===== config.mk =====
export PLATFORM = sky130hd
export DESIGN_NAME = dual_dcount_timer
export DESIGN_NICKNAME = d
export VERILOG_FILES = /design/src/rtl/timer_pkg.sv /design/src/rtl/tmr_word.sv /design/src/rtl/tmr_flag.sv /design/src/rtl/tmr_regfile.sv /design/src/rtl/dual_dcount_timer.sv
export SDC_FILE = /design/constraint.sdc
export NUM_CORES = 1
export LEC_CHECK = 0
export CAP_MARGIN = 20
export CORE_UTILIZATION = 30
export DETAILED_ROUTE_END_ITERATION = 10
export DONT_BUFFER_PORTS = 1
export PLACE_DENSITY = 0.41
export SLEW_MARGIN = 10
export SYNTH_ARGS = -nofsm -noshare
export SYNTH_HDL_FRONTEND = slang
export SYNTH_SLANG_ARGS = --single-unit

===== constraint.sdc =====
create_clock -name pclk -period 5.2 [get_ports pclk]
set_clock_uncertainty 0.1 [all_clocks]
set_input_delay 1.04 -clock pclk [delete_from_list [all_inputs] [get_ports pclk]]
set_output_delay 1.04 -clock pclk [all_outputs]
set_load 0.005 [all_outputs]

===== src/rtl/timer_pkg.sv =====
package timer_pkg;

    localparam int ADDR_W   = 8;
    localparam int DATA_W   = 32;
    localparam int N_CNT    = 2;
    localparam int STRIDE   = 'h18;

    localparam int OFS_LOAD = 'h00;
    localparam int OFS_LIVE = 'h04;
    localparam int OFS_CTRL = 'h08;
    localparam int OFS_CLR  = 'h0C;
    localparam int OFS_RAW  = 'h10;
    localparam int OFS_MSK  = 'h14;
    localparam int ADR_MODE = 'h30;

    typedef struct packed {
        logic periodic;
        logic irq_en;
        logic run;
    } tmr_ctrl_t;

    typedef struct packed {
        logic ld_we;
        logic reload;
        logic dec;
    } word_cmd_t;

    function automatic logic [ADDR_W-1:0] reg_addr(input int idx, input int ofs);
        return ADDR_W'(idx * STRIDE + ofs);
    endfunction

    function automatic logic [DATA_W-1:0] bit0(input logic b);
        return {{(DATA_W-1){1'b0}}, b};
    endfunction

endpackage


===== src/rtl/tmr_word.sv =====
module tmr_word
    import timer_pkg::*;
#(
    parameter int W = DATA_W
) (
    input  logic         clk,
    input  logic         rst,
    input  word_cmd_t    cmd,
    input  logic [W-1:0] wdata,
    output logic [W-1:0] cnt_o,
    output logic [W-1:0] load_o
);

    logic [W-1:0] cnt_q, load_q;

    always_ff @(posedge clk) begin
        if (rst) begin
            cnt_q  <= '0;
            load_q <= '0;
        end else begin
            if (cmd.ld_we) begin
                load_q <= wdata;
                cnt_q  <= wdata;
            end else if (cmd.reload) begin
                cnt_q  <= load_q;
            end else if (cmd.dec) begin
                cnt_q  <= cnt_q - W'(1);
            end
        end
    end

    assign cnt_o  = cnt_q;
    assign load_o = load_q;

    // a load write lands regardless of the other commands
    a_r9_load_wins: assert property (@(posedge clk) disable iff (rst)
        cmd.ld_we |=> (cnt_q == $past(wdata)));

endmodule


===== src/rtl/tmr_flag.sv =====
module tmr_flag (
    input  logic clk,
    input  logic rst,
    input  logic set,
    input  logic clr,
    output logic q
);

    always_ff @(posedge clk) begin
        if (rst)      q <= 1'b0;
        else if (set) q <= 1'b1;
        else if (clr) q <= 1'b0;
    end

    a_r6_set_wins: assert property (@(posedge clk) disable iff (rst)
        set |=> q);
    a_r6_sticky: assert property (@(posedge clk) disable iff (rst)
        (q && !clr) |=> q);
    a_r6_cleared: assert property (@(posedge clk) disable iff (rst)
        (clr && !set) |=> !q);

endmodule


===== src/rtl/tmr_regfile.sv =====
module tmr_regfile
    import timer_pkg::*;
(
    input  logic                          clk,
    input  logic                          rst,
    input  logic                          psel,
    input  logic                          penable,
    input  logic                          pwrite,
    input  logic [ADDR_W-1:0]             paddr,
    input  logic [DATA_W-1:0]             pwdata,
    input  logic [N_CNT-1:0][DATA_W-1:0]  cnt_i,
    input  logic [N_CNT-1:0][DATA_W-1:0]  load_i,
    input  logic [N_CNT-1:0]              raw_i,
    output tmr_ctrl_t [N_CNT-1:0]         ctrl_o,
    output logic                          mode64_o,
    output logic [N_CNT-1:0]              ld_we_o,
    output logic [N_CNT-1:0]              clr_o,
    output logic [DATA_W-1:0]             prdata
);

    logic wr;
    assign wr = psel && penable && pwrite;

    tmr_ctrl_t [N_CNT-1:0] ctrl_q;
    logic                  mode_q;

    for (genvar i = 0; i < N_CNT; i++) begin : g_dec
        assign ld_we_o[i] = wr && (paddr == reg_addr(i, OFS_LOAD));
        assign clr_o[i]   = wr && (paddr == reg_addr(i, OFS_CLR));

        always_ff @(posedge clk) begin
            if (rst)
                ctrl_q[i] <= '0;
            else if (wr && (paddr == reg_addr(i, OFS_CTRL)))
                ctrl_q[i] <= tmr_ctrl_t'(pwdata[2:0]);
        end
    end

    always_ff @(posedge clk) begin
        if (rst)
            mode_q <= 1'b0;
        else if (wr && (paddr == ADDR_W'(ADR_MODE)))
            mode_q <= pwdata[0];
    end

    always_comb begin
        prdata = '0;
        for (int i = 0; i < N_CNT; i++) begin
            if (paddr == reg_addr(i, OFS_LOAD)) prdata = load_i[i];
            if (paddr == reg_addr(i, OFS_LIVE)) prdata = cnt_i[i];
            if (paddr == reg_addr(i, OFS_CTRL)) prdata = {{(DATA_W-3){1'b0}}, ctrl_q[i]};
            if (paddr == reg_addr(i, OFS_RAW))  prdata = bit0(raw_i[i]);
            if (paddr == reg_addr(i, OFS_MSK))  prdata = bit0(raw_i[i] && ctrl_q[i].irq_en);
        end
        if (paddr == ADDR_W'(ADR_MODE)) prdata = bit0(mode_q);
    end

    assign ctrl_o   = ctrl_q;
    assign mode64_o = mode_q;

    a_r8_one_strobe: assert property (@(posedge clk) disable iff (rst)
        $onehot0({ld_we_o, clr_o}));

endmodule


===== src/rtl/dual_dcount_timer.sv =====
module dual_dcount_timer
    import timer_pkg::*;
(
    input  logic              pclk,
    input  logic              presetn,
    input  logic              soft_rst_i,
    input  logic              psel,
    input  logic              penable,
    input  logic              pwrite,
    input  logic [ADDR_W-1:0] paddr,
    input  logic [DATA_W-1:0] pwdata,
    output logic [DATA_W-1:0] prdata,
    output logic              irq1_o,
    output logic              irq2_o
);

    localparam logic [2*DATA_W-1:0] ONE64 = {{(2*DATA_W-1){1'b0}}, 1'b1};

    logic rst;
    assign rst = !presetn || soft_rst_i;

    tmr_ctrl_t [N_CNT-1:0]         ctrl;
    logic                          mode64;
    logic [N_CNT-1:0]              ld_we, clr, evt, raw;
    logic [N_CNT-1:0][DATA_W-1:0]  cnt, load;
    word_cmd_t [N_CNT-1:0]         cmd;

    tmr_regfile u_regs (
        .clk      (pclk),
        .rst      (rst),
        .psel     (psel),
        .penable  (penable),
        .pwrite   (pwrite),
        .paddr    (paddr),
        .pwdata   (pwdata),
        .cnt_i    (cnt),
        .load_i   (load),
        .raw_i    (raw),
        .ctrl_o   (ctrl),
        .mode64_o (mode64),
        .ld_we_o  (ld_we),
        .clr_o    (clr),
        .prdata   (prdata)
    );

    // Sequencing: independent words, or word 0 high / word 1 low cascade
    logic zero64, one64, run64;
    assign zero64 = (cnt[0] == '0) && (cnt[1] == '0);
    assign one64  = ({cnt[0], cnt[1]} == ONE64);
    assign run64  = ctrl[0].run;

    always_comb begin
        for (int i = 0; i < N_CNT; i++) begin
            cmd[i].ld_we  = ld_we[i];
            cmd[i].reload = 1'b0;
            cmd[i].dec    = 1'b0;
            evt[i]        = 1'b0;
        end
        if (mode64) begin
            cmd[1].dec    = run64 && !zero64;
            cmd[0].dec    = run64 && !zero64 && (cnt[1] == '0);
            cmd[0].reload = run64 && zero64 && ctrl[0].periodic;
            cmd[1].reload = cmd[0].reload;
            evt[0]        = run64 && one64;
        end else begin
            for (int i = 0; i < N_CNT; i++) begin
                cmd[i].dec    = ctrl[i].run && (cnt[i] != '0);
                cmd[i].reload = ctrl[i].run && (cnt[i] == '0) && ctrl[i].periodic;
                evt[i]        = ctrl[i].run && (cnt[i] == DATA_W'(1));
            end
        end
    end

    for (genvar i = 0; i < N_CNT; i++) begin : g_cnt
        tmr_word #(.W(DATA_W)) u_word (
            .clk    (pclk),
            .rst    (rst),
            .cmd    (cmd[i]),
            .wdata  (pwdata),
            .cnt_o  (cnt[i]),
            .load_o (load[i])
        );

        tmr_flag u_flag (
            .clk (pclk),
            .rst (rst),
            .set (evt[i]),
            .clr (clr[i]),
            .q   (raw[i])
        );

        a_r3_step: assert property (@(posedge pclk) disable iff (rst)
            (!mode64 && ctrl[i].run && cnt[i] != '0 && !ld_we[i])
            |=> (cnt[i] == $past(cnt[i]) - DATA_W'(1)));

        a_r3_hold: assert property (@(posedge pclk) disable iff (rst)
            (!mode64 && !ctrl[i].run && !ld_we[i]) |=> $stable(cnt[i]));

        a_r4_oneshot_rest: assert property (@(posedge pclk) disable iff (rst)
            (!mode64 && ctrl[i].run && !ctrl[i].periodic && cnt[i] == '0 && !ld_we[i])
            |=> (cnt[i] == '0));

        a_r4_flag_on_zero: assert property (@(posedge pclk) disable iff (rst)
            (!mode64 && ctrl[i].run && cnt[i] == DATA_W'(1) && !ld_we[i])
            |=> (raw[i] && cnt[i] == '0));
    end

    assign irq1_o = raw[0] && ctrl[0].irq_en;
    assign irq2_o = raw[1] && ctrl[1].irq_en;

    a_r7_high_borrow: assert property (@(posedge pclk) disable iff (rst)
        (mode64 && !ld_we[0] && cnt[1] != '0) |=> $stable(cnt[0]));

    a_r7_no_low_event: assert property (@(posedge pclk) disable iff (rst)
        (mode64 && !raw[1]) |=> !raw[1]);

endmodule


==> metrics <==
status complete, but fails checks; failing checks design-rule violations; CP Class in2out; detailed-route via count 8,098; hold slack roughly 0.37 ns; Highest Clock Rate 0.236 GHz; reg-to-reg endpoint g_cnt[1].u_word.cnt_o[27]; Worst Setup Start Kind input pin; worst min-delay path endpoint g_cnt[1].u_word.load_o[25]; post-synth cell types 63; drt drc 12; Final min period between 4 and 5 ns; mux cell area share after synthesis 0.00530; syn_nets about 1,100; vias in the first global route slightly below 8,000; commonest non-fill, non-tap cells in the layout nand2_1 (192), dfxtp_1 (137), a21oi_1 (93); relative slew slack 0.399; worst-path cell chain or4_1, nor2_2, buf_4, a22o_1, a221o_1; non-filler instance count after layout between 1,000 and 1,500; Top Metal Used met4; clock latency on the worst-skew pair between 0.4 and 0.5 ns; hold depth 2; final net count 1,073; # Max-Cap Violations 0; first drt pass iteration count 11; CP max stage delay 0.71 ns; layout cell share with drive strength beyond 1 0.0871; Pwr Density approximately 260 nW/um^2; gr usage total 0.247; post-detailed-route wirelength per cell approximately 24 um; first-pass GRT wire length 49,800 um; Core Box Area 26,100 um^2; CTS tree yes; Worst R2R Start g_cnt[1].u_word.cnt_o[8]; register bit total from synthesis 137; M1 WL 15,100 um; Synthesis Warnings 0; most common cell after layout, fill and taps aside nand2_1; Post-Synth XOR/XNOR Area 0.0415; GRT overflow 0; Initial Utilization 0.307; Critical Path RT 4.06 ns; n_diodes 0; Arrival @ worst endpoint 3.09 ns; cell row count a little under 60; largest family of logic cells by synthesized area compound AO/OA/AOI/OAI gates; Area growth syn-to-layout 11.9%; Post-Place Cell Area 8390 um^2; initial antenna violation count 0; die width 166 um; Die Ht 166 um; post-route ant nets 0; IO Pins 80; Slew @ Worst Pin 0.899 ns; Max VDD drop roughly 0.00017 V; postcts setup bufs 0; Setup TNS 0 ns; Most used DFF post-synth dfxtp_1; CTS Buffer Depth 2; Post-Synth Adder-Cell Area 0.00935; H-tree depth 4; Iteration-0 DRC Markers 693; IO buf count 0; synthesized area per cell 7.56 um^2; Post-CTS Resized 0; Async SR Flop Fraction 0; sequential-to-total area share from yosys stat 0.342; Final period util 0.814; HP Start g_cnt[1].u_word.load_o[25]; RSZ-0062 raised after global routing no; synthesized cell area around 8000 um^2; Post-Synth Simple-Gate Area 0.261; register clock-pin slew on the reported worst setup and hold paths 0.06 ns; largest net degree at the start of global routing 60; HPWL Detailed 22,500 um; cell count after synthesis approximately 1,100; final WL 33,200 um; area of the die 27,400 um^2; Fin. Hold Viols 0; Post-synth EDFFs 0; post-route cell area 8980 um^2; met2 wire len 15,800 um; CP max FO 12; final core utilization 0.344; Lkg Pwr 3.18 nW; worst hold path class reg2reg; crit end category output pin; Crit-path slowest cell nor2_2; vias per inst 5.92; Synth Area in Compound Gates 0.291; FF-to-FF path depth 7; root buf cell clkbuf_16; Final Setup Violations 0; Hold-fix buffers, CTS 0; GP Congestion between 0.8 and 0.9; Slew Limit Fails 0; routed wl met3 1900 um; TritonCTS Buffers 17; reg2reg setup slack between 1 and 1.5 ns; Sink Count 137; Placed Instances about 1,300
==> per-layer routing <==
metal	vias to the layer above	global-route usage
li1	3847	-
met1	3966	0.330
met2	257	0.410
met5	-	0
met4	0	0.0657
met3	28	0.0402
==> state kept, by name, indices dropped and copies added, names as in the netlist <==
| name | cells |
|---|---|
| g_cnt.u_flag.q | 2 |
| g_cnt.u_word.cnt_o | 64 |
| g_cnt.u_word.load_o | 64 |
| u_regs.ctrl_o | 6 |
| u_regs.mode64_o | 1 |
==> power by group <==
group / switching, W / internal [W] / leakage, nW / total (W)
Combinational: 0.0000350 / 0.0000101 / 1.78 / 0.0000450
Clock: 0.000494 / 0.000774 / 0.290 / 0.00127
Sequential: 0.000000240 / 0.00105 / 1.10 / 0.00105
Total: 0.000529 / 0.00183 / 3.18 / 0.00236
==> final cells by class <==
| cell class | instances | area [um^2] |
|---|---|---|
| inverter | 16 | 60.1 |
| multi-input combinational | 823 | 4940 |
| sequential | 137 | 2740 |
| tap | 335 | 419 |
| clock inverter | 9 | 123 |
| fill | 2833 | 17200 |
| timing repair buffer | 26 | 233 |
| clock buffer | 22 | 464 |
==> worst max path at each step <==
stage	start	to	slack, ns	depth (start not counted)
finish	paddr[4]	prdata[31]	0.97	5
global route	paddr[4]	prdata[1]	0.88	5
global placement	paddr[4]	prdata[31]	1.01	5
CTS	paddr[4]	prdata[1]	1.02	5
detailed placement	paddr[4]	prdata[1]	1.02	5
floorplan	paddr[5]	prdata[0]	1.29	7
==> logic make-up (layout without fill, tap and decap cells) <==
family,Yosys count,after routing
fa+ha+maj,6,6
buf+inv,102,73
flops,137,137
xor+xnor,38,38
compound gates,322,322
mux,4,4
simple gates,453,453
==> critical path: cells and delay by family <==
kind / cells / cell delay (ns)
AO/OA/AOI/OAI: 2 / 0.35
buffers and inverters: 1 / 0.36
AND/OR/NAND/NOR: 2 / 1.34
==> per-stage QoR <==
| stage | setup WS, ns | total power [W] |
|---|---|---|
| finish | 0.969 | 0.00236 |
| detailed placement | 1.02 | 0.00112 |
| global route | 0.881 | 0.00243 |
| global placement | 1.01 | 0.00112 |
| floorplan | 1.29 | 0.00110 |
| CTS | 1.02 | 0.00238 |
==> synth_stat cells (all sizes together) (17+ instances only) <==
| master | instances | area (um^2) |
|---|---|---|
| dfxtp | 137 | 2740 |
| nor2 | 88 | 330 |
| a22o | 34 | 298 |
| a221o | 46 | 460 |
| xnor2 | 23 | 201 |
| nand2 | 195 | 734 |
| nor3 | 48 | 240 |
| o21ai | 35 | 175 |
| o211ai | 23 | 173 |
| clkbuf | 82 | 308 |
| nand3 | 27 | 135 |
| nor4 | 17 | 106 |
| a21oi | 93 | 465 |
| a211oi | 18 | 150 |
(Power assumes the default switching activity.)
